### src/rtl/abcmd_pkg.sv
package abcmd_pkg;
   // one-cycle event strobes seen by the tracker in a cycle
   typedef struct packed {
      logic launch;
      logic done;
      logic tick;
   } abcmd_evt_t;

   function automatic logic err_clear(input logic [7:0] err);
      return err == 8'd0;
   endfunction
endpackage

### src/rtl/abcmd_rti_counter.sv
module abcmd_rti_counter #(
   parameter int CNT_W = 8
) (
   input  logic             clk,
   input  logic             rst_n,
   input  logic             load_i,
   input  logic [CNT_W-1:0] load_val_i,
   input  logic             tick_i,
   output logic             zero_o
);
   localparam logic [CNT_W-1:0] ONE = {{(CNT_W-1){1'b0}}, 1'b1};
   logic [CNT_W-1:0] cnt_q;

   always_ff @(posedge clk or negedge rst_n) begin
      if (!rst_n)
         cnt_q <= '0;
      else if (load_i)
         cnt_q <= load_val_i;
      else if (tick_i && cnt_q != '0)
         cnt_q <= cnt_q - ONE;
   end

   assign zero_o = (cnt_q == '0);
endmodule

### src/rtl/abcmd_done_flag.sv
module abcmd_done_flag (
   input  logic clk,
   input  logic rst_n,
   input  logic clr_i,
   input  logic set_i,
   output logic done_o
);
   always_ff @(posedge clk or negedge rst_n) begin
      if (!rst_n)     done_o <= 1'b0;
      else if (clr_i) done_o <= 1'b0;
      else if (set_i) done_o <= 1'b1;
   end
endmodule

### src/rtl/abcmd_busy_ctrl.sv
module abcmd_busy_ctrl
   import abcmd_pkg::*;
#(
   parameter int ERR_W = 3
) (
   input  logic             clk,
   input  logic             rst_n,
   input  abcmd_evt_t       evt_i,
   input  logic [ERR_W-1:0] cmd_err_i,
   input  logic             done_i,
   input  logic             cnt_zero_i,
   output logic             accept_o,
   output logic             reject_o,
   output logic             busy_o
);
   logic err_ok;
   logic release_c;

   assign err_ok    = (cmd_err_i == '0);
   assign accept_o  = evt_i.launch && !busy_o && err_ok;
   assign reject_o  = evt_i.launch && busy_o;
   assign release_c = evt_i.tick && busy_o && done_i && cnt_zero_i;

   always_ff @(posedge clk or negedge rst_n) begin
      if (!rst_n)         busy_o <= 1'b0;
      else if (accept_o)  busy_o <= 1'b1;
      else if (release_c) busy_o <= 1'b0;
   end
endmodule

### src/rtl/abcmd_busy_tracker.sv
module abcmd_busy_tracker
   import abcmd_pkg::*;
#(
   parameter int CNT_W   = 8,
   parameter int ERR_W   = 3,
   parameter bit ERR_REG = 1'b1
) (
   input  logic             clk,
   input  logic             rst_n,
   input  logic             launch_i,
   input  logic             hart_done_i,
   input  logic             idle_tick_i,
   input  logic [ERR_W-1:0] cmd_err_i,
   input  logic [CNT_W-1:0] idle_delay_i,
   output logic             busy_o,
   output logic             busy_err_o
);
   initial begin
      assert (CNT_W >= 1 && CNT_W <= 32) else $error("CNT_W out of range");
      assert (ERR_W >= 1 && ERR_W <= 8)  else $error("ERR_W out of range");
   end

   abcmd_evt_t evt;
   logic accept, reject, done_q, cnt_zero;

   assign evt.launch = launch_i;
   assign evt.done   = hart_done_i;
   assign evt.tick   = idle_tick_i;

   abcmd_busy_ctrl #(.ERR_W(ERR_W)) u_ctrl (
      .clk        (clk),
      .rst_n      (rst_n),
      .evt_i      (evt),
      .cmd_err_i  (cmd_err_i),
      .done_i     (done_q),
      .cnt_zero_i (cnt_zero),
      .accept_o   (accept),
      .reject_o   (reject),
      .busy_o     (busy_o)
   );

   abcmd_done_flag u_done (
      .clk    (clk),
      .rst_n  (rst_n),
      .clr_i  (accept),
      .set_i  (evt.done && busy_o),
      .done_o (done_q)
   );

   abcmd_rti_counter #(.CNT_W(CNT_W)) u_cnt (
      .clk        (clk),
      .rst_n      (rst_n),
      .load_i     (accept),
      .load_val_i (idle_delay_i),
      .tick_i     (evt.tick),
      .zero_o     (cnt_zero)
   );

   generate
      if (ERR_REG) begin : g_err_reg
         logic err_q;
         always_ff @(posedge clk or negedge rst_n) begin
            if (!rst_n) err_q <= 1'b0;
            else        err_q <= reject;
         end
         assign busy_err_o = err_q;
      end else begin : g_err_comb
         assign busy_err_o = reject;
      end
   endgenerate
endmodule

### config.mk
export PLATFORM = sky130hd
export DESIGN_NAME = abcmd_busy_tracker
export DESIGN_NICKNAME = d
export VERILOG_FILES = /design/src/rtl/abcmd_pkg.sv /design/src/rtl/abcmd_rti_counter.sv /design/src/rtl/abcmd_done_flag.sv /design/src/rtl/abcmd_busy_ctrl.sv /design/src/rtl/abcmd_busy_tracker.sv
export SDC_FILE = /design/constraint.sdc
export NUM_CORES = 1
export LEC_CHECK = 0
export ABC_AREA = 1
export BUFFER_PORTS_ARGS = -buffer_cell sky130_fd_sc_hd__clkbuf_2
export CAP_MARGIN = 30
export CORE_UTILIZATION = 46
export CTS_CLUSTER_DIAMETER = 120
export DETAILED_ROUTE_END_ITERATION = 10
export HOLD_SLACK_MARGIN = 0.03
export MAX_ROUTING_LAYER = met4
export PLACE_DENSITY = 0.77
export SLEW_MARGIN = 15
export SYNTH_ARGS = -nofsm -noshare
export SYNTH_HDL_FRONTEND = slang
export SYNTH_SLANG_ARGS = --single-unit
### constraint.sdc
create_clock -name clk -period 1.5 [get_ports clk]
set_input_delay 0.225 -clock clk [delete_from_list [all_inputs] [get_ports clk]]
set_output_delay 0.225 -clock clk [all_outputs]
set_load 0.01 [all_outputs]
=== Word-level counts from Yosys, hierarchy flattened ===
Index checks and enable logic that the tools add are counted.

* Register bits: 11
* Bits of input ports: 16
* Output and inout port bits: 2
* Word-level logic and storage cells: 26

* Add/subtract/negate cells: 1
* Muxes and demuxes: 6
* Reduce and logical (&&, ||, !) cells: 15

{| class="wikitable"
|+ Operator list
! kind !! number
|-
| $mux W8 || 2
|-
| $logic_and A1 B1 Y1 || 8
|-
| $logic_not A8 Y1 || 1
|-
| $reduce_bool A8 Y1 || 1
|-
| $sub A8 B1 Y8 const B || 1
|-
| $reduce_bool A2 Y1 || 3
|-
| $mux W1 || 4
|-
| $logic_not A3 Y1 || 1
|-
| $logic_not A1 Y1 || 1
|}

=== Logic depth before layout (Yosys ltp) ===
* Depth after elaboration: 5
* Depth in mapped cells: 10
* Mapped depth without buffers: 10

=== Hierarchy ===
Synthesis repeated with hierarchy kept, for this count alone.

* Cell total of the unflattened synthesis: 111
* Area total of the unflattened synthesis: 738.2 µm²

{| class="wikitable"
|+ By module, submodules not included
! module !! times used !! cells an instance !! area each (µm²)
|-
| abcmd_rti_counter || 1 || 93 || 596.8
|-
| abcmd_busy_ctrl || 1 || 12 || 76.3
|-
| abcmd_busy_tracker || 1 || 3 || 32.5
|-
| abcmd_done_flag || 1 || 3 || 32.5
|}

=== Worst setup path after synthesis ===
OpenSTA, ideal clock, no wires.

* Path kind: flip-flop to flip-flop
* Start: register u_cnt.cnt_q[0]
* End: register u_cnt.cnt_q[2]
* Setup time: 0.118 ns
* Arrival time: 1.335 ns
* Data required time: 1.382 ns
* Slack: 0.047 ns
* Stages on the path, launching flop included: 9
* Path buffers: 1
* Clock period less this slack: 1.453 ns
* Cell sequence: dfrtp_1 inv_1 ha_1 nand2_2 o21ai_4 nand2_2 buf_6 nand2_2 o21ai_2

* Word-level cells in the longest chain between the ends: 3
* Elaborated cells on any way between the ends: 6
* Classes of those cells: add/sub (1); mux (2); reduce/logical (3)

{| class="wikitable"
|+ Ends and longest elaborated chain
! item !! line !! text
|-
| start: declaration || abcmd_rti_counter.sv:12 || <nowiki>logic [CNT_W-1:0] cnt_q;</nowiki>
|-
| start signal: assignment || abcmd_rti_counter.sv:18 || <nowiki>cnt_q <= load_val_i;</nowiki>
|-
| start signal: assignment || abcmd_rti_counter.sv:20 || <nowiki>cnt_q <= cnt_q - ONE;</nowiki>
|-
| $sub A8 B1 Y8 or $reduce_bool A8 Y1 (tied branches) || abcmd_rti_counter.sv:20, abcmd_rti_counter.sv:19 ||
|-
| $mux W8 or $logic_and A1 B1 Y1 (tied branches) || abcmd_rti_counter.sv:19 || <nowiki>else if (tick_i && cnt_q != '0)</nowiki>
|-
| $mux W8 or $reduce_bool A2 Y1 (tied branches) || - ||
|}

Parallel ways exist; a longest one is shown, timed or not. The select of a mux whose other input is x is not followed.
A chain may end at the register's enable or synchronous reset.

=== Worst setup path after layout ===
* Start: register u_cnt.cnt_q[1]
* End: register u_cnt.cnt_q[1]

The elaborated chain is that of the path after synthesis.

==> impl_metrics.toml <==
[final_layout]
fill_cells = 148
nNetsFinal = 152
drive_gt1_frac = 0.291
diodes = 0
fin_cells = 150
multi_input_area_um2 = 419
area_growth_pct = 24.0
seqCellArea_um2 = 275
final_util = 0.620

[critical_path]
path_cells = "inv_1 > ha_1 > nand2_2 > o21ai_4 > nand2_4 > nand3_1 > o21ai_2"
cp_max_fo = 11
cp.required_ns = 1.66
cp_slowest_cell = "dfrtp_1"
critPathMaxStageDelay_ns = 0.38
cp-start-kind = "flip-flop"
arrival_ns = 1.54
end_kind = "flip-flop"
worstRegToRegCells = 7
critPathKind = "flip-flop to flip-flop"

[timing]
tightest_slew_ns = 0.291
fin_crit_ns = 1.38
rsz0062_at_grt = "no"
hold_viol = 0
fin_ws_ns = 0.119
fin_crit_sh = 0.921
maxSlewHeadroom = 0.805
max_freq_ghz = 0.724
setup-tns-final_ns = 0
setup_violations = 0
fin_skew_ns = 0.00344
drv_slew = 0

[global_routing]
antenna_found_initial = 0
grt_max_degree = 12
grt_busiest_layer = "met2"
use_met3 = 0.0255
grt_remaining_overflow = 0
grt_use_met2 = 0.318
grt_pass1_wl_um = 2690
grt_pass1_vias = 663
grt_use_met1 = 0.261
gr-usage-all-layers = 0.201

[floorplanning]
die_w_um = 42.7
ios = 18
num_rows = 14
die-area_um2 = 1820
die_y_um = 42.7
initial_core_util = 0.500
core_um2 = 1520

[detailed_routing]
wire_per_inst_um = 10.8
drc = 0
antenna_left = 0
drtIter0Drc = 28
drt_wl_total_um = 1610
viasPerCell = 5.14
num_vias = 771
dr.pass1.iters = 4

[clocking]
clockBufferDepth = 2
clock_latency_ns = 0.27
root_buffer = "clkbuf_4"
clk_pin_slew_ns = 0.08
cts.sinks = 11
h-tree-depth = 1
cts_tree = "yes"
cts_buffers = 3

[power_and_ir_drop]
ir_worst_vdd_uv = 762
power_w = 0.00164
p_per_area_nw_per_um2 = 1740
leakage_nw = 0.531

[status]
outcome = "finished, final reports clean"

[synth]
synth.avg_cell_area_um2 = 6.99
ys_seq_area_frac = 0.361
ys_types = 19
synthesis.nets = 126
netlist_area_um2 = 762
synth_seq_cells = 11
syn_inst = 109
yosys_warnings = 0

[min_path]
min_path_cells = 3
hold_path.class = "input port to flip-flop"

[placed_design]
dp_hpwl_um = 1240
dpl.cell_count = 145
gp_congestion = 0.832
port-buffer-count = 17
pre_cts_ws_ns = 0.0702

[job]
maxCapViolCount = 0
## kinds of logic after synthesis
| kind of cell | count (synthesis) | synth area share |
|---|---|---|
| flip-flops | 11 | 0.361 |
| buffers and inverters | 20 | 0.112 |
| AO/OA/AOI/OAI | 13 | 0.122 |
| AND/OR/NAND/NOR | 64 | 0.389 |
| adder cells (fa/ha/maj) | 1 | 0.0164 |
## cell type report
| cell class | instances | share of cell area |
|---|---|---|
| tap | 16 | 0.0212 |
| timing repair buffer | 24 | 0.148 |
| sequential | 11 | 0.291 |
| multi-input combinational | 78 | 0.444 |
| clock buffer | 4 | 0.0278 |
| inverter | 17 | 0.0675 |
## cell usage after synthesis
cell type / n / area, um^2
inv_1: 17 / 63.8
buf_6: 1 / 11.3
ha_1: 1 / 12.5
nand3_2: 2 / 20.0
nand3_1: 13 / 65.1
nand2_1: 29 / 109
nand2_2: 4 / 25.0
o31ai_1: 1 / 7.51
dfrtp_1: 11 / 275
o21bai_1: 1 / 7.51
or2_0: 1 / 6.26
nand4_1: 3 / 18.8
nor2_2: 2 / 12.5
o21ai_4: 1 / 16.3
buf_2: 2 / 10.0
o21ai_2: 3 / 26.3
o21ai_0: 7 / 35.0
or2_2: 1 / 6.26
nor2_1: 9 / 33.8
## routing by layer
| layer | vias to the layer above | part of all wire |
|---|---|---|
| met5 | - | 0 |
| met4 | 0 | 0.014 |
| met3 | 4 | 0.032 |
| met2 | 20 | 0.47 |
| met1 | 349 | 0.48 |
| li1 | 398 | - |
## registers in the layout (all words and copies together) (netlist names)
| name | cells |
|---|---|
| busy_err_o | 1 |
| u_cnt.cnt_q | 8 |
| u_ctrl.busy_o | 1 |
| u_done.done_o | 1 |
## worst paths after layout
| kind | slack [ns] | to | from |
|---|---|---|---|
| worst min register to register | 0.51 | u_done.done_o$_DFFE_PN0P_ | u_done.done_o$_DFFE_PN0P_ |
| worst max-delay path | 0.12 | u_cnt.cnt_q[1]$_DFFE_PN0P_ | u_cnt.cnt_q[1]$_DFFE_PN0P_ |
| min in group asynchronous | 0.36 | u_cnt.cnt_q[6]$_DFFE_PN0P_ | rst_n |
| worst max register to register | 0.12 | u_cnt.cnt_q[1]$_DFFE_PN0P_ | u_cnt.cnt_q[1]$_DFFE_PN0P_ |
| max in group asynchronous | 0.91 | u_cnt.cnt_q[7]$_DFFE_PN0P_ | rst_n |
| worst min-delay path | 0.15 | busy_err_o$_DFF_PN0_ | launch_i |
## placed cells by master, fill, tap and decap left out
cell type and n:
buf_4 6, clkbuf_1 1, clkbuf_2 17, clkbuf_4 3, dfrtp_1 11, dlygate4sd3_1 1, ha_1 1, inv_1 17
nand2_1 29, nand2_2 3, nand2_4 1, nand3_1 13, nand3_2 1, nand3_4 1, nand4_1 3, nor2_1 9
nor2_2 1, nor2_4 1, o21ai_0 7, o21ai_2 3, o21ai_4 1, o21bai_1 1, o31ai_1 1, or2_0 1
or2_2 1
## worst max-delay path, delay by kind of cell (launching register included)
family	cells	cell delay, ns
adders and majority gates	1	0.21
buffers and inverters	1	0.10
and+or+nand+nor	3	0.34
DFF	1	0.38
AOI/OAI and AO/OA	2	0.23
## timing repair
action / in CTS / in global routing
hold endpoints to repair: 11 / 0
gates resized for setup: 0 / 3
buffers inserted: 0 / 0
hold buffers: 1 / 0
endpoints found under the setup margin: 0 / 8
## metrics by stage
| stage | hold WS, ns | area, um^2 |
|---|---|---|
| after global routing | 0.163 | 945 |
| final | 0.153 | 945 |
| after detailed placement | 0.120 | 891 |
| after floorplan | -0.0706 | 762 |
| after CTS | 0.154 | 927 |
| after global placement | 0.117 | 891 |
## power breakdown
group	total [W]	switching [W]	internal, W
clock	0.000210	0.000107	0.000103
sequential	0.000548	0.000125	0.000424
combinational	0.000886	0.000516	0.000370
Power figures use the tool's default switching activity.
